File: src/rtl/pps_pkg.sv
package pps_pkg;

   localparam int REG_W = 8;
   localparam int VAL_W = 16;
   localparam int LEN_W = 2;

   localparam logic [LEN_W-1:0] LEN_NONE = 2'd0;
   localparam logic [LEN_W-1:0] LEN_BYTE = 2'd1;
   localparam logic [LEN_W-1:0] LEN_WORD = 2'd2;
   localparam logic [LEN_W-1:0] LEN_END  = 2'd3;

   localparam int LIST_DEPTH  = 45;
   localparam int LIST_IW     = $clog2(LIST_DEPTH);
   localparam int PREP_BASE   = 0;
   localparam int UNPREP_BASE = 41;

   localparam logic [REG_W-1:0] OP_WAKE     = 8'h00;
   localparam logic [REG_W-1:0] OP_SHOW     = 8'h29;
   localparam logic [REG_W-1:0] OP_HIDE     = 8'h28;

   typedef struct packed {
      logic [REG_W-1:0] reg_a;
      logic [LEN_W-1:0] len;
      logic [VAL_W-1:0] val;
   } step_t;

   function automatic step_t mk_step(input logic [REG_W-1:0] a,
                                     input logic [LEN_W-1:0] l,
                                     input logic [VAL_W-1:0] v);
      step_t s;
      s.reg_a = a;
      s.len   = l;
      s.val   = v;
      return s;
   endfunction

endpackage

File: src/rtl/pps_step_rom.sv
module pps_step_rom
   import pps_pkg::*;
#(
   parameter int IW = LIST_IW
) (
   input  logic [IW-1:0] idx,
   output step_t         step
);

   always_comb begin
      case (int'(idx))
         // bring-up list
         0:  step = mk_step(8'hB0, LEN_BYTE, 16'h0017);
         1:  step = mk_step(8'hBC, LEN_BYTE, 16'h0080);
         2:  step = mk_step(8'h3B, LEN_BYTE, 16'h0000);
         3:  step = mk_step(8'hB0, LEN_BYTE, 16'h0016);
         4:  step = mk_step(8'hB8, LEN_WORD, 16'hFFF9);
         5:  step = mk_step(8'h11, LEN_NONE, 16'h0000);
         6:  step = mk_step(8'hBA, LEN_BYTE, 16'h0001);
         7:  step = mk_step(8'hBB, LEN_BYTE, 16'h0000);
         8:  step = mk_step(8'h3A, LEN_BYTE, 16'h0060);
         9:  step = mk_step(8'hBF, LEN_BYTE, 16'h0010);
         10: step = mk_step(8'hB1, LEN_BYTE, 16'h0056);
         11: step = mk_step(8'hB2, LEN_BYTE, 16'h0033);
         12: step = mk_step(8'hB3, LEN_BYTE, 16'h0011);
         13: step = mk_step(8'hB3, LEN_BYTE, 16'h0011);
         14: step = mk_step(8'hB4, LEN_BYTE, 16'h0002);
         15: step = mk_step(8'hB5, LEN_BYTE, 16'h002B);
         16: step = mk_step(8'hB6, LEN_BYTE, 16'h0040);
         17: step = mk_step(8'hB7, LEN_BYTE, 16'h0003);
         18: step = mk_step(8'hB9, LEN_BYTE, 16'h0004);
         19: step = mk_step(8'hBD, LEN_BYTE, 16'h0004);
         20: step = mk_step(8'hBE, LEN_BYTE, 16'h0000);
         21: step = mk_step(8'hC0, LEN_BYTE, 16'h0011);
         22: step = mk_step(8'hC1, LEN_BYTE, 16'h0011);
         23: step = mk_step(8'hC2, LEN_BYTE, 16'h0011);
         24: step = mk_step(8'hC3, LEN_WORD, 16'h2040);
         25: step = mk_step(8'hC4, LEN_WORD, 16'h60C0);
         26: step = mk_step(8'hC5, LEN_WORD, 16'h1020);
         27: step = mk_step(8'hC6, LEN_WORD, 16'h60C0);
         28: step = mk_step(8'hC7, LEN_WORD, 16'h5533);
         29: step = mk_step(8'hC8, LEN_BYTE, 16'h0000);
         30: step = mk_step(8'hC9, LEN_BYTE, 16'h0000);
         31: step = mk_step(8'hCA, LEN_BYTE, 16'h0000);
         32: step = mk_step(8'hEC, LEN_WORD, 16'h01F0);
         33: step = mk_step(8'hCF, LEN_BYTE, 16'h0002);
         34: step = mk_step(8'hD0, LEN_WORD, 16'h0804);
         35: step = mk_step(8'hD1, LEN_BYTE, 16'h0001);
         36: step = mk_step(8'hD2, LEN_WORD, 16'h0000);
         37: step = mk_step(8'hD3, LEN_WORD, 16'h0D0E);
         38: step = mk_step(8'hD4, LEN_WORD, 16'h11A4);
         39: step = mk_step(8'hD5, LEN_BYTE, 16'h000E);
         // 40: terminator (default)
         // shutdown list
         41: step = mk_step(8'hB8, LEN_WORD, 16'h8002);
         42: step = mk_step(8'h10, LEN_NONE, 16'h0000);
         43: step = mk_step(8'hB0, LEN_BYTE, 16'h0000);
         default: step = mk_step(8'h00, LEN_END, 16'h0000);
      endcase
   end

endmodule

File: src/rtl/pps_gap_timer.sv
module pps_gap_timer #(
   parameter int unsigned CYCLES = 250000
) (
   input  logic clk,
   input  logic rst_n,
   input  logic start,
   output logic expired
);

   generate
      if (CYCLES == 0) begin : g_none
         assign expired = 1'b1;
      end else begin : g_count
         localparam int TW = $clog2(CYCLES + 1);
         logic [TW-1:0] cnt;

         always_ff @(posedge clk) begin
            if (!rst_n)          cnt <= '0;
            else if (start)      cnt <= TW'(CYCLES);
            else if (cnt != '0)  cnt <= cnt - TW'(1);
         end

         assign expired = (cnt == '0);

         // wake gap may not end in the cycle right after it starts
         assert_gap_open_R2: assert property (@(posedge clk) disable iff (!rst_n)
            start |=> !expired);
      end
   endgenerate

endmodule

File: src/rtl/panel_power_seq.sv
module panel_power_seq
   import pps_pkg::*;
#(
   parameter int unsigned WAKE_CYCLES = 250000,
   parameter int unsigned WAKE_COUNT  = 3
) (
   input  logic             clk,
   input  logic             rst_n,
   input  logic             req_prepare,
   input  logic             req_enable,
   input  logic             req_disable,
   input  logic             req_unprepare,
   output logic             cmd_valid,
   input  logic             cmd_ready,
   output logic [REG_W-1:0] cmd_addr,
   output logic [LEN_W-1:0] cmd_len,
   output logic [VAL_W-1:0] cmd_data,
   input  logic             rsp_done,
   input  logic             rsp_err,
   output logic             backlight_en,
   output logic             ready,
   output logic             done,
   output logic             fail
);

   localparam int NW = $clog2(WAKE_COUNT + 1);

   typedef enum logic [3:0] {
      S_IDLE, S_WAKE_REQ, S_WAKE_RSP, S_WAKE_GAP,
      S_LIST_REQ, S_LIST_RSP, S_ON_REQ, S_ON_RSP,
      S_OFF_REQ, S_OFF_RSP, S_DONE
   } st_e;

   st_e               st;
   logic [LIST_IW-1:0] idx;
   logic [NW-1:0]     nop_n;
   logic              strict_q;
   logic              err_q;
   logic              bl_q;
   logic              gap_start;
   logic              gap_over;
   step_t             step;

   pps_step_rom #(.IW(LIST_IW)) u_rom (
      .idx  (idx),
      .step (step)
   );

   pps_gap_timer #(.CYCLES(WAKE_CYCLES)) u_gap (
      .clk     (clk),
      .rst_n   (rst_n),
      .start   (gap_start),
      .expired (gap_over)
   );

   wire list_end = (step.len == LEN_END);

   assign gap_start = (st == S_WAKE_RSP) && rsp_done && !rsp_err;

   always_ff @(posedge clk) begin
      if (!rst_n) begin
         st       <= S_IDLE;
         idx      <= '0;
         nop_n    <= '0;
         strict_q <= 1'b0;
         err_q    <= 1'b0;
         bl_q     <= 1'b0;
      end else begin
         case (st)
            S_IDLE: begin
               err_q <= 1'b0;
               if (req_prepare) begin
                  st       <= S_WAKE_REQ;
                  nop_n    <= '0;
                  strict_q <= 1'b1;
               end else if (req_enable) begin
                  st <= S_ON_REQ;
               end else if (req_disable) begin
                  bl_q <= 1'b0;
                  st   <= S_OFF_REQ;
               end else if (req_unprepare) begin
                  idx      <= LIST_IW'(UNPREP_BASE);
                  strict_q <= 1'b0;
                  st       <= S_LIST_REQ;
               end
            end
            S_WAKE_REQ: if (cmd_ready) st <= S_WAKE_RSP;
            S_WAKE_RSP: if (rsp_done) begin
               if (rsp_err) begin
                  err_q <= 1'b1;
                  st    <= S_DONE;
               end else begin
                  nop_n <= nop_n + NW'(1);
                  st    <= S_WAKE_GAP;
               end
            end
            S_WAKE_GAP: if (gap_over) begin
               if (nop_n == NW'(WAKE_COUNT)) begin
                  idx <= LIST_IW'(PREP_BASE);
                  st  <= S_LIST_REQ;
               end else begin
                  st  <= S_WAKE_REQ;
               end
            end
            S_LIST_REQ: begin
               if (list_end)       st <= S_DONE;
               else if (cmd_ready) st <= S_LIST_RSP;
            end
            S_LIST_RSP: if (rsp_done) begin
               if (rsp_err && strict_q) begin
                  err_q <= 1'b1;
                  st    <= S_DONE;
               end else begin
                  idx <= idx + LIST_IW'(1);
                  st  <= S_LIST_REQ;
               end
            end
            S_ON_REQ: if (cmd_ready) st <= S_ON_RSP;
            S_ON_RSP: if (rsp_done) begin
               if (rsp_err) err_q <= 1'b1;
               else         bl_q  <= 1'b1;
               st <= S_DONE;
            end
            S_OFF_REQ: if (cmd_ready) st <= S_OFF_RSP;
            S_OFF_RSP: if (rsp_done) st <= S_DONE;
            default:   st <= S_IDLE;
         endcase
      end
   end

   always_comb begin
      cmd_valid = 1'b0;
      cmd_addr  = OP_WAKE;
      cmd_len   = LEN_NONE;
      cmd_data  = '0;
      case (st)
         S_WAKE_REQ: cmd_valid = 1'b1;
         S_LIST_REQ: begin
            cmd_valid = !list_end;
            cmd_addr  = step.reg_a;
            cmd_len   = step.len;
            cmd_data  = step.val;
         end
         S_ON_REQ: begin
            cmd_valid = 1'b1;
            cmd_addr  = OP_SHOW;
         end
         S_OFF_REQ: begin
            cmd_valid = 1'b1;
            cmd_addr  = OP_HIDE;
         end
         default: ;
      endcase
   end

   assign backlight_en = bl_q;
   assign ready        = (st == S_IDLE);
   assign done         = (st == S_DONE);
   assign fail         = (st == S_DONE) && err_q;

   assert_idle_quiet_R1: assert property (@(posedge clk) disable iff (!rst_n)
      ready |-> !cmd_valid);

   assert_hold_req_R11: assert property (@(posedge clk) disable iff (!rst_n)
      (cmd_valid && !cmd_ready) |=> (cmd_valid && $stable(cmd_addr)
                                     && $stable(cmd_len) && $stable(cmd_data)));

   assert_light_after_ok_R6: assert property (@(posedge clk) disable iff (!rst_n)
      $rose(backlight_en) |-> $past(rsp_done && !rsp_err));

   assert_dark_before_off_R7: assert property (@(posedge clk) disable iff (!rst_n)
      (cmd_valid && cmd_addr == OP_HIDE && cmd_len == LEN_NONE) |-> !backlight_en);

   assert_done_pulse_R12: assert property (@(posedge clk) disable iff (!rst_n)
      done |=> (!done && ready));

endmodule

File: config.mk
export PLATFORM = sky130hd
export DESIGN_NAME = panel_power_seq
export DESIGN_NICKNAME = d
export VERILOG_FILES = /design/src/rtl/pps_pkg.sv /design/src/rtl/pps_step_rom.sv /design/src/rtl/pps_gap_timer.sv /design/src/rtl/panel_power_seq.sv
export SDC_FILE = /design/constraint.sdc
export NUM_CORES = 1
export LEC_CHECK = 0
export CAP_MARGIN = 10
export CELL_PAD_IN_SITES_DETAIL_PLACEMENT = 0
export CELL_PAD_IN_SITES_GLOBAL_PLACEMENT = 1
export CORE_MARGIN = 5
export CORE_UTILIZATION = 35
export CTS_CLUSTER_SIZE = 14
export DETAILED_ROUTE_END_ITERATION = 8
export DONT_BUFFER_PORTS = 1
export PLACE_DENSITY = 0.72
export SLEW_MARGIN = 40
export SYNTH_ARGS = -nofsm -noshare
export SYNTH_HDL_FRONTEND = slang
export SYNTH_SLANG_ARGS = --single-unit
File: constraint.sdc
create_clock -name clk -period 11 [get_ports clk]
set_clock_uncertainty 0.2 [all_clocks]
set_input_delay 0 -clock clk [delete_from_list [all_inputs] [get_ports clk]]
set_output_delay 0 -clock clk [all_outputs]
set_load 0.02 [all_outputs]
==> reports/summary.md, run 1 <==
Hold path
* rst_n — Hold Path Origin
* in2reg — worst hold path class

Synth
* simple AND/OR/NAND/NOR gates — largest family of logic cells by synthesized area
* sky130_fd_sc_hd__dfxtp_1 (30%), sky130_fd_sc_hd__ha_1 (4.8%), sky130_fd_sc_hd__nand2_1 (4.6%) — ranking of synthesized cells by area
* 3929 um2 — combined area of all synthesized cells
* 0 — share of synthesized registers carrying an async set or reset
* 0.3006 — register area share after synthesis
* 0 — Synth warnings
* 70 — number of distinct library cells after synthesis
* 0.04013 — xor-xnor portion of the synthesized cell area
* 0.3006 — fraction of synthesized cell area taken by the top area cell type
* 0.04777 — Post-Synth Adder-Cell Area
* 530 — Post-Synthesis Net Count
* 7.764 um2 — Post-Syn Area per Cell
* 0.2787 — Synth Area in Simple Gates
* 506 — synthesized instance count
* 0.2427 — complex-gate fraction of the synthesized area
* 0 — number of flops mapped to enable cells by yosys
* 0.02675 — post-synthesis mux area share
* sky130_fd_sc_hd__dfxtp_1 — most used flip-flop cell after synthesis
* sky130_fd_sc_hd__dfxtp_1 — Synth area leader
* 59 — number of register bits inferred by synthesis

Final layout
* 523 — number of nets in the finished design
* 2509 um2 — footprint of the multi-input gates
* 13.63% — layout overhead on the synthesized area
* 644 — final instance count without filler cells
* 0.07937 — fraction of final layout cells with drive strength greater than 1
* 1181 um2 — storage element area
* 1,106 — number of filler cells placed in the layout
* 0 — antenna cells

STA
* -3.033 ps — Hold WS
* 0.5335 — remaining max-slew budget at the tightest pin
* false — setup repair after global routing missed its margin
* 4296 ps — crit path time final
* 0 ps — summed negative setup slack over all endpoints
* 0 — setup-violating endpoint count in the final report
* 699.7 ps — actual slew at the worst max-slew pin
* 232.8 MHz — top achievable clock speed
* 0 — Slew Limit Fails
* 1 — final number of hold-violating endpoints
* 0.3906 — Final period util

Detailed routing
* 5.966 — routed via count divided by cell count
* 11,760 um — WL final
* 18.26 um — WL/cell
* 776 um — met3 WL post-DR
* 0 — DRT antenna net count
* 5431 um — routed length on met1
* 7 — Pre-antenna DRT Iters
* 362 — number of DRC markers in iteration 0
* 5333 um — met2 wire len
* 3,842 — detailed-route via count
* 0 — number of DRC violations after detailed routing
* met4 — top routing layer in use

Place
* 0 — number of buffers inserted by port buffering
* 0.8894 — weighted congestion reported at the end of routability-driven placement
* 614 — Cell Count Post-Placement
* 7908 um — placed wire-length estimate after detailed placement

Clock tree
* 340 ps — clock latency at the later pin of the worst-skew pair
* 59 — clock sink total
* 2 — Clock Tree Buf Depth
* 9 — cts bufs inserted
* 0 — post-cts sizing count
* 3 — depth of the CTS H-tree
* built — CTS tree
* 60 ps — clock edge transition at the registers on the reported setup and hold paths
* sky130_fd_sc_hd__clkbuf_16 — Clock Tree Root

Critical path
* u_rom.step[6] — capturing instance or port of the critical path
* 20 — maximum fanout along the worst path
* 11,080 ps — required arrival time at the worst endpoint
* reg2reg — Crit Path Category
* st[0] — startpoint of the worst register-to-register path
* u_rom.step[6] — FF-to-FF End
* flip-flop — launching element type of the critical path
* 4380 ps — Worst Path Arrival
* flip-flop — Worst setup EP type
* 6700 ps — slack of the worst reg-to-reg path
* st[0] — beginning of the critical path
* 11 — depth of the worst register-to-register path

Floorplan
* 38 — Row Count
* 116.0 um — Vert. Die Dim
* 116.0 um — die extent in x
* 0.3593 — Initial Utilization
* 10,940 um2 — Core ar.
* 40 — number of ports placed on the die boundary
* 13,440 um2 — floorplan die area

Global routing
* 0 — number of antenna violations at the first check in global routing
* 0.1745 — Tot GR Track Use
* 0 — Congestion Overflow GR
* 38 — maximum number of pins on one net before global-route repair
* 3,421 — via count of the first global-routing pass
* 18,400 um — global-route wire length before repair

Run status
* complete, but fails checks — result of the run
* hold timing — failing checks

Power
* 1.809 nW — leakage
* 305.5 nW/um2 — ratio of total power to cell area
* 0.0001370 V — worst-case vdd ir drop

Job
* 0 — Maximum Capacitance Violations

## power by group
part           internal [W]  switching (W)  total [W]
clock network      0.000223       0.000105   0.000328
registers          0.000284      0.0000655   0.000350
logic              0.000271       0.000416   0.000686
total              0.000778       0.000586    0.00136
## worst min-delay path by stage
stage / end / slack, ps / depth (start not counted)
2_1_floorplan: strict_q / -40 / 2
3_3_place_gp: st[2] / -60 / 1
3_5_place_dp: st[2] / -60 / 1
4_1_cts: idx[0] / 2 / 3
5_1_grt: idx[0] / 30 / 3
6_report: idx[0] / -3 / 3
## layer usage
layer,GRT usage,vias up
met1,0.2447,1828
met4,0.05878,0
met3,0.03969,22
met5,0,-
met2,0.2643,148
li1,-,1844
## through the flow
step / hold slack, ps / cell area, um2 / total power (W) / utilization / setup slack (ps)
CTS: 1.726 / 4458 / 0.001361 / 0.4077 / 6784
detailed placement: -56.89 / 3970 / 0.001017 / 0.3630 / 6808
global route: 33.39 / 4464 / 0.001455 / 0.4082 / 6420
finish: -3.033 / 4464 / 0.001364 / 0.4082 / 6704
global placement: -60.03 / 3970 / 0.001021 / 0.3630 / 6983
floorplan: -39.41 / 3929 / 0.0008899 / - / 7546
## synthesized netlist by cell type (all sizes together), types with 3 or more instances
library cell	count
o22ai	6
mux2	4
nand3	17
nand4	9
mux2i	6
buf	19
nor3	24
a211oi	8
o21ai	24
nand2b	7
and3	26
a21oi	28
dfxtp	59
a22oi	10
nand2	48
nor4b	4
xor2	6
clkbuf	18
and2	7
inv	18
xnor2	12
o211ai	6
a31oi	4
a21o	3
a221oi	4
nor2	46
a32oi	4
nor4	5
ha	15
o31ai	4
o21a	8
nand3b	4
or3	4
nor2b	5
## state kept, by name, summed over array words and instances (netlist names)
register           count
u_rom.step            26
u_gap.g_count.cnt     18
idx                    6
st                     4
nop_n                  2
backlight_en           1
err_q                  1
strict_q               1
## repair_timing
action / CTS / global route
endpoints found under the hold margin: 33 / 0
setup buffers: 0 / 0
hold buffers: 14 / 0
## cell families (layout without fill, tap and decap cells)
logic type / Yosys count / in the layout
AO/OA/AOI/OAI: 134 / 134
XOR/XNOR: 18 / 18
adder cells (fa/ha/maj): 15 / 15
buffers and inverters: 56 / 54
flip-flops: 59 / 59
multiplexers: 10 / 10
AND/OR/NAND/NOR: 214 / 214
## cell type report
class	instances	area share
multi-input cells	391	0.5619
flip-flops and latches	59	0.2646
clock buffers	13	0.06278
repair buffers	19	0.03980
well taps	140	0.03924
inverters	19	0.01654
clock inverters	3	0.01513
## cell usage in the layout, fill, tap and decap left out, drive strengths merged, types with 3 or more instances in the layout
| cell | count |
|---|---|
| dfxtp | 59 |
| nand2 | 48 |
| nor2 | 46 |
| a21oi | 28 |
| and3 | 26 |
| nor3 | 24 |
| o21ai | 24 |
| inv | 18 |
| nand3 | 17 |
| ha | 15 |
| dlygate4sd3 | 14 |
| clkbuf | 13 |
| xnor2 | 12 |
| a22oi | 10 |
| nand4 | 9 |
| o21a | 8 |
| a211oi | 8 |
| nand2b | 7 |
| and2 | 7 |
| xor2 | 6 |
| mux2i | 6 |
| o22ai | 6 |
| o211ai | 6 |
| nor2b | 5 |
| nor4 | 5 |
| buf | 5 |
| nand3b | 4 |
| or3 | 4 |
| o31ai | 4 |
| a32oi | 4 |
| nor4b | 4 |
| a31oi | 4 |
| a221oi | 4 |
| mux2 | 4 |
| a21o | 3 |
## worst max-delay path: stages, from the launching register on
cell and delay, ps:
sky130_fd_sc_hd__dfxtp_1 760, sky130_fd_sc_hd__nand2_1 230, sky130_fd_sc_hd__o311ai_1 330, sky130_fd_sc_hd__nand3_1 240
sky130_fd_sc_hd__o21ai_1 500, sky130_fd_sc_hd__nor2_1 300, sky130_fd_sc_hd__inv_1 250, sky130_fd_sc_hd__ha_1 650
sky130_fd_sc_hd__and2_1 270, sky130_fd_sc_hd__nand3_1 110, sky130_fd_sc_hd__a21oi_1 230, sky130_fd_sc_hd__a221o_1 140
No activity file was read; power rests on OpenSTA's default activity.
==> run 2, diff against run 1 <==
--- a/config.mk
+++ b/config.mk
@@ -13,7 +13,7 @@
 export CTS_CLUSTER_SIZE = 14
 export DETAILED_ROUTE_END_ITERATION = 8
 export DONT_BUFFER_PORTS = 1
-export PLACE_DENSITY = 0.72
+export PLACE_DENSITY = 0.74
 export SLEW_MARGIN = 40
 export SYNTH_ARGS = -nofsm -noshare
 export SYNTH_HDL_FRONTEND = slang
==> constraint.sdc (replaced) <==
create_clock -name clk -period 3.65 [get_ports clk]
set_clock_uncertainty 0.2 [all_clocks]
set_input_delay 0 -clock clk [delete_from_list [all_inputs] [get_ports clk]]
set_output_delay 0 -clock clk [all_outputs]
set_load 0.02 [all_outputs]
==> run 2 against run 1 <==
- core utilization rose by 1.0 points
- sequential share of layout area fell by 0.64 points
- clock power rose to 2.6 times the previous value
- non-clock buffer count rose by 19
- worst setup slack got worse by 6600 ps
- the flow now finishes without violations
- critical path depth fell by 1
- sequential cell count did not move
- fmax rose by 23%
- hold slack improved by 48 ps
- global-route usage rose by 0.93 points
- sequential power rose to 2.9 times the previous value
- wire length rose by 1.7%
==> reports/summary.md, run 2 (synthesis gave the netlist of run 1 again) <==
Run status
* finished, final reports clean — result of the run, was complete, but fails checks

STA
* 0 ps — summed negative setup slack over all endpoints, unchanged
* 285.9 MHz — top achievable clock speed, was 232.8 MHz
* 598.3 ps — actual slew at the worst max-slew pin, was 699.7 ps
* 0 — final number of hold-violating endpoints, was 1
* 0 — Slew Limit Fails, unchanged
* false — setup repair after global routing missed its margin, unchanged
* 0.9583 — Final period util, was 0.3906
* 0 — setup-violating endpoint count in the final report, unchanged
* 3498 ps — crit path time final, was 4296 ps
* 0.5987 — remaining max-slew budget at the tightest pin, was 0.5335

Power
* 0.250 — sequential group share of total power, was 0.256
* 0.001800 W — switching power, was 0.0005861 W
* 0.0005532 V — worst-case vdd ir drop, was 0.0001370 V
* 0.538 — combinational share of power, was 0.503
* 1.879 nW — leakage, was 1.809 nW
* 893.6 nW/um2 — ratio of total power to cell area, was 305.5 nW/um2
* 0.4404 — proportion of total power due to net switching, was 0.4298
* 0.212 — Clk network pwr share, was 0.240
* 0.002288 W — internal cell power, was 0.0007777 W

Detailed routing
* 11,960 um — WL final, was 11,760 um
* 3,948 — detailed-route via count, was 3,842
* 316 — number of DRC markers in iteration 0, was 362
* 18.04 um — WL/cell, was 18.26 um
* 5 — Pre-antenna DRT Iters, was 7
* 5.955 — routed via count divided by cell count, was 5.966
* 0 — number of DRC violations after detailed routing, unchanged
* 0 — DRT antenna net count, unchanged

Clock tree
* 2 — Clock Tree Buf Depth, unchanged
* 330 ps — clock latency at the later pin of the worst-skew pair, was 340 ps
* 9 — cts bufs inserted, unchanged
* sky130_fd_sc_hd__clkbuf_16 — Clock Tree Root, unchanged
* 59 — clock sink total, unchanged
* 3 — depth of the CTS H-tree, unchanged
* built — CTS tree, unchanged
* 60 ps — clock edge transition at the registers on the reported setup and hold paths, about the same

Global routing
* 38 — maximum number of pins on one net before global-route repair, unchanged
* 0 — Congestion Overflow GR, unchanged
* 19,720 um — global-route wire length before repair, was 18,400 um
* 3,662 — via count of the first global-routing pass, was 3,421
* 1 — number of antenna violations at the first check in global routing, was 0
* 0.1839 — Tot GR Track Use, was 0.1745

Final layout
* 26 — flip-flop count of the largest register after layout, unchanged
* sky130_fd_sc_hd__dfxtp_1 (59), sky130_fd_sc_hd__nand2_1 (48), sky130_fd_sc_hd__nor2_1 (46) — commonest non-fill, non-tap cells in the layout, unchanged
* 0 — antenna cells, unchanged
* 542 — number of nets in the finished design, was 523
* 0.1109 — fraction of final layout cells with drive strength greater than 1, was 0.07937
* 16.43% — layout overhead on the synthesized area, was 13.63%
* 663 — final instance count without filler cells, was 644
* sky130_fd_sc_hd__dfxtp_1 — commonest non-fill, non-tap cell in the layout, unchanged

Critical path
* flip-flop — launching element type of the critical path, unchanged
* 150 ps — slack of the worst reg-to-reg path, was 6700 ps
* 3680 ps — required arrival time at the worst endpoint, was 11,080 ps
* flip-flop — Worst setup EP type, unchanged
* 13 — maximum fanout along the worst path, was 20
* 3530 ps — Worst Path Arrival, was 4380 ps
* reg2reg — Crit Path Category, unchanged

Job
* 0 — Maximum Capacitance Violations, unchanged

Floorplan
* 13,440 um2 — floorplan die area, unchanged
* 116.0 um — die extent in x, unchanged
* 38 — Row Count, unchanged
* 116.0 um — Vert. Die Dim, unchanged
* 0.3593 — Initial Utilization, unchanged
* 10,940 um2 — Core ar., unchanged
* 40 — number of ports placed on the die boundary, unchanged

Hold path
* in2reg — worst hold path class, unchanged

Place
* 633 — Cell Count Post-Placement, was 614
* 0.9052 — weighted congestion reported at the end of routability-driven placement, was 0.8894
* 8289 um — placed wire-length estimate after detailed placement, was 7908 um
* 0 — number of buffers inserted by port buffering, unchanged

## run 2: power by group through the flow
stage | combinational, W | clock, W | sequential, W
2_1_floorplan | 0.00171 | 0 | 0.000968
3_3_place_gp | 0.00213 | 0 | 0.00102
3_5_place_dp | 0.00212 | 0 | 0.00103
4_1_cts | 0.00217 | 0.000879 | 0.00102
5_1_grt | 0.00242 | 0.000909 | 0.00105
6_report | 0.00220 | 0.000866 | 0.00102
## run 2: worst paths after layout
| check | startpoint | to | cells past startpoint |
|---|---|---|---|
| worst max register to register | st[1] | u_rom.step[16] | 10 |
| worst max-delay path | st[1] | u_rom.step[16] | 10 |
| worst min-delay path | cmd_ready | st[1] | 5 |
| worst min register to register | nop_n[1] | nop_n[1] | 2 |
## run 2: metrics by stage
stage	utilization	total power [W]	area, um2	setup WS (ps)	hold WS (ps)
floorplan	-	0.002682	3929	195.6	-39.41
global placement	0.3772	0.003158	4125	212.4	-56.26
detailed placement	0.3772	0.003153	4125	207.6	-52.56
CTS	0.4178	0.004068	4569	197.9	24.24
global route	0.4183	0.004372	4574	7.140	119.0
finish	0.4183	0.004088	4574	152.3	44.73
## run 2: cell type report
type | count | area (um2)
Fill cell | 1083 | 6361
Multi-Input combinational cell | 391 | 2507
Sequential cell | 59 | 1181
Timing Repair Buffer | 38 | 332.8
Clock buffer | 11 | 242.7
Tap cell | 140 | 175.2
Inverter | 19 | 73.82
Clock inverter | 5 | 61.31
## run 2: repair_timing
action	in CTS	in global routing
endpoints found under the setup margin	0	1
hold buffers	14	0
gates resized for setup	0	1
hold endpoints to repair	42	0
setup buffers	0	0
## run 2: worst max-delay path: stages, from the launching register on
cell and delay, ps:
sky130_fd_sc_hd__dfxtp_1 420, sky130_fd_sc_hd__or4_4 600, sky130_fd_sc_hd__o221a_4 350, sky130_fd_sc_hd__and2_1 170, sky130_fd_sc_hd__nand2_1 110, sky130_fd_sc_hd__mux2_2 440
sky130_fd_sc_hd__inv_1 80, sky130_fd_sc_hd__ha_1 310, sky130_fd_sc_hd__mux2_1 320, sky130_fd_sc_hd__a21oi_1 160, sky130_fd_sc_hd__a2bb2oi_1 250
## run 2: layer usage
metal / global-route usage / wire length (um)
met5: 0 / 13
met4: 0.06729 / 272
met2: 0.2777 / 5436
met3: 0.03760 / 859
met1: 0.2589 / 5378
==> run 3, diff against run 2 <==
--- a/config.mk
+++ b/config.mk
@@ -9,11 +9,11 @@
 export CELL_PAD_IN_SITES_DETAIL_PLACEMENT = 0
 export CELL_PAD_IN_SITES_GLOBAL_PLACEMENT = 1
 export CORE_MARGIN = 5
-export CORE_UTILIZATION = 35
+export CORE_UTILIZATION = 43
 export CTS_CLUSTER_SIZE = 14
 export DETAILED_ROUTE_END_ITERATION = 8
 export DONT_BUFFER_PORTS = 1
-export PLACE_DENSITY = 0.74
+export PLACE_DENSITY = 0.86
 export SLEW_MARGIN = 40
 export SYNTH_ARGS = -nofsm -noshare
 export SYNTH_HDL_FRONTEND = slang
==> run 3 against run 2 <==
- hold slack got worse by 8.0 ps
- critical path depth decreased by 3
- largest power group unchanged
- count of clock-buffer cells in the layout decreased by 1
- critical endpoint is now st[3]
- clock power decreased by 38%
- highest routed layer is now met4
==> reports/summary.md, run 3 (synthesis gave the netlist of run 1 again) <==
Final layout
* 538 — number of nets in the finished design, was 542
* 0 — antenna cells, unchanged
* 0.1178 — fraction of final layout cells with drive strength greater than 1, was 0.1109
* sky130_fd_sc_hd__dfxtp_1 (57), sky130_fd_sc_hd__nand2_1 (48), sky130_fd_sc_hd__nor2_1 (46) — commonest non-fill, non-tap cells in the layout, was sky130_fd_sc_hd__dfxtp_1 (59), sky130_fd_sc_hd__nand2_1 (48), sky130_fd_sc_hd__nor2_1 (46)
* 0.4963 — post-layout utilization of the core, was 0.4183
* sky130_fd_sc_hd__dfxtp_1 — commonest non-fill, non-tap cell in the layout, unchanged
* 26 — flip-flop count of the largest register after layout, unchanged
* 851 — number of filler cells placed in the layout, was 1,083
* 11.24% — layout overhead on the synthesized area, was 16.43%
* 626 — final instance count without filler cells, was 663

Critical path
* flip-flop — Worst setup EP type, unchanged
* buffers and inverters — cell family with the largest share of critical-path delay, was simple AND/OR/NAND/NOR gates
* st[0] — startpoint of the worst register-to-register path, was st[1]
* 11 — maximum fanout along the worst path, was 13
* sky130_fd_sc_hd__or4_4 — standard cell with the maximum stage delay on the critical path, unchanged
* 3610 ps — Worst Path Arrival, was 3530 ps
* reg2reg — Crit Path Category, unchanged
* flip-flop — launching element type of the critical path, unchanged
* 3740 ps — required arrival time at the worst endpoint, was 3680 ps
* st[0] — beginning of the critical path, was st[1]
* or4_4 > or3_1 > dlygate4sd3_1 > nand4_1 > dlygate4sd3_1 > o211a_1 > dlygate4sd3_1 — sequence of cells on the critical path, was or4_4 > o221a_4 > and2_1 > nand2_1 > mux2_2 > inv_1 > ha_1 > mux2_1 > a21oi_1 > a2bb2oi_1
* sky130_fd_sc_hd__dlygate4sd3_1 — cell repeated most along the worst path
* 580 ps — Largest stage delay, worst path, was 600 ps
* 3 — Buffers & Inverters on Critical Path, was 1

STA
* 0 — setup-violating endpoint count in the final report, unchanged
* 36.72 ps — Hold WS, was 44.73 ps
* 0 ps — summed negative setup slack over all endpoints, unchanged
* 283.6 MHz — top achievable clock speed, was 285.9 MHz
* 3526 ps — crit path time final, was 3498 ps
* 0.9661 — Final period util, was 0.9583
* 0.6272 — remaining max-slew budget at the tightest pin, was 0.5987
* 0 — final number of hold-violating endpoints, unchanged
* 553.3 ps — actual slew at the worst max-slew pin, was 598.3 ps
* 123.9 ps — worst setup slack after layout, was 152.3 ps
* false — setup repair after global routing missed its margin, unchanged
* 0 — Slew Limit Fails, unchanged

Power
* 1.810 nW — leakage, was 1.879 nW
* 0.4717 — proportion of total power due to net switching, was 0.4404
* 0.0005584 V — worst-case vdd ir drop, was 0.0005532 V
* 0.594 — combinational share of power, was 0.538
* 0.002030 W — internal cell power, was 0.002288 W
* 0.139 — Clk network pwr share, was 0.212
* 0.001813 W — switching power, was 0.001800 W
* 0.267 — sequential group share of total power, was 0.250
* 879.3 nW/um2 — ratio of total power to cell area, was 893.6 nW/um2

Floorplan
* 8806 um2 — Core ar., was 10,940 um2
* 40 — number of ports placed on the die boundary, unchanged
* 0.4461 — Initial Utilization, was 0.3593
* 105.6 um — Vert. Die Dim, was 116.0 um
* 34 — Row Count, was 38
* 105.6 um — die extent in x, was 116.0 um
* 11,150 um2 — floorplan die area, was 13,440 um2

Detailed routing
* 6.243 — routed via count divided by cell count, was 5.955
* 3,908 — detailed-route via count, was 3,948
* 0 — number of DRC violations after detailed routing, unchanged
* 12,100 um — WL final, was 11,960 um
* 306 — number of DRC markers in iteration 0, was 316
* 0 — DRT antenna net count, unchanged
* 19.33 um — WL/cell, was 18.04 um
* 5 — Pre-antenna DRT Iters, unchanged

Hold path
* cmd_ready — Hold Path Origin, unchanged
* in2reg — worst hold path class, unchanged

Clock tree
* 9 — cts bufs inserted, unchanged
* 2 — Clock Tree Buf Depth, unchanged
* 0 — total setup buffers inserted after CTS, unchanged
* 59 — clock sink total, unchanged
* 340 ps — clock latency at the later pin of the worst-skew pair, was 330 ps
* 3 — depth of the CTS H-tree, unchanged
* sky130_fd_sc_hd__clkbuf_8 — Clock Tree Root, was sky130_fd_sc_hd__clkbuf_16
* 70 ps — clock edge transition at the registers on the reported setup and hold paths, was 60 ps
* built — CTS tree, unchanged

Place
* 0.9220 — weighted congestion reported at the end of routability-driven placement, was 0.9052
* 600 — Cell Count Post-Placement, was 633
* 296.7 ps — dpl ws, was 207.6 ps
* 0 — number of buffers inserted by port buffering, unchanged
* 8394 um — placed wire-length estimate after detailed placement, was 8289 um

Global routing
* 0 — Congestion Overflow GR, unchanged
* 20,020 um — global-route wire length before repair, was 19,720 um
* 0 — number of antenna violations at the first check in global routing, was 1
* 3,853 — via count of the first global-routing pass, was 3,662
* 36 — maximum number of pins on one net before global-route repair, was 38
* 0.2211 — Tot GR Track Use, was 0.1839

Run status
* finished, final reports clean — result of the run, unchanged

Job
* 0 — Maximum Capacitance Violations, unchanged

-- run 3: metrics by stage --
stage	power (W)	area [um2]
CTS	0.003783	4355
global placement	0.003179	4078
floorplan	0.002682	3929
global route	0.004129	4370
detailed placement	0.003199	4078
finish	0.003843	4370
-- run 3: worst reg2reg max path, delay by kind of cell, from the launching register on --
family          cells  cell delay, ps
flops               1             380
simple gates        3            1060
buf+inv             3            1690
compound gates      1             150
-- run 3: power by group through the flow --
stage / clock, W / combinational (W) / sequential, W
2_1_floorplan: 0 / 0.00171 / 0.000968
3_3_place_gp: 0 / 0.00216 / 0.00102
3_5_place_dp: 0 / 0.00217 / 0.00103
4_1_cts: 0.000540 / 0.00223 / 0.00102
5_1_grt: 0.000570 / 0.00250 / 0.00106
6_report: 0.000533 / 0.00228 / 0.00103
-- run 3: layer usage --
layer	global-route usage	part of all wire	vias to the layer above
met5	0	0	-
met3	0.03790	0.077	30
li1	-	-	1868
met4	0.07956	0.024	0
met1	0.2958	0.43	1848
met2	0.3588	0.47	162
-- run 3: layout make-up --
type	count	area [um2]	area share
multi-input combinational	391	2515	0.5754
timing repair buffer	34	295.3	0.06756
clock buffer	10	137.6	0.03149
tap	108	135.1	0.03092
clock inverter	5	30.03	0.006871
inverter	19	73.82	0.01689
sequential	59	1184	0.2708
-- run 3: final timing paths --
| path | to | slack (ps) | cells past startpoint |
|---|---|---|---|
| worst max-delay path | st[3] | 120 | 7 |
| worst min-delay path | st[1] | 40 | 5 |
| worst max register to register | st[3] | 120 | 7 |
| worst min register to register | nop_n[1] | 270 | 2 |
-- run 3: timing repair --
action	4_1_cts	5_1_grt
endpoints found under the setup margin	0	3
hold buffers	11	0
gates resized for setup	0	5
hold endpoints to repair	49	0
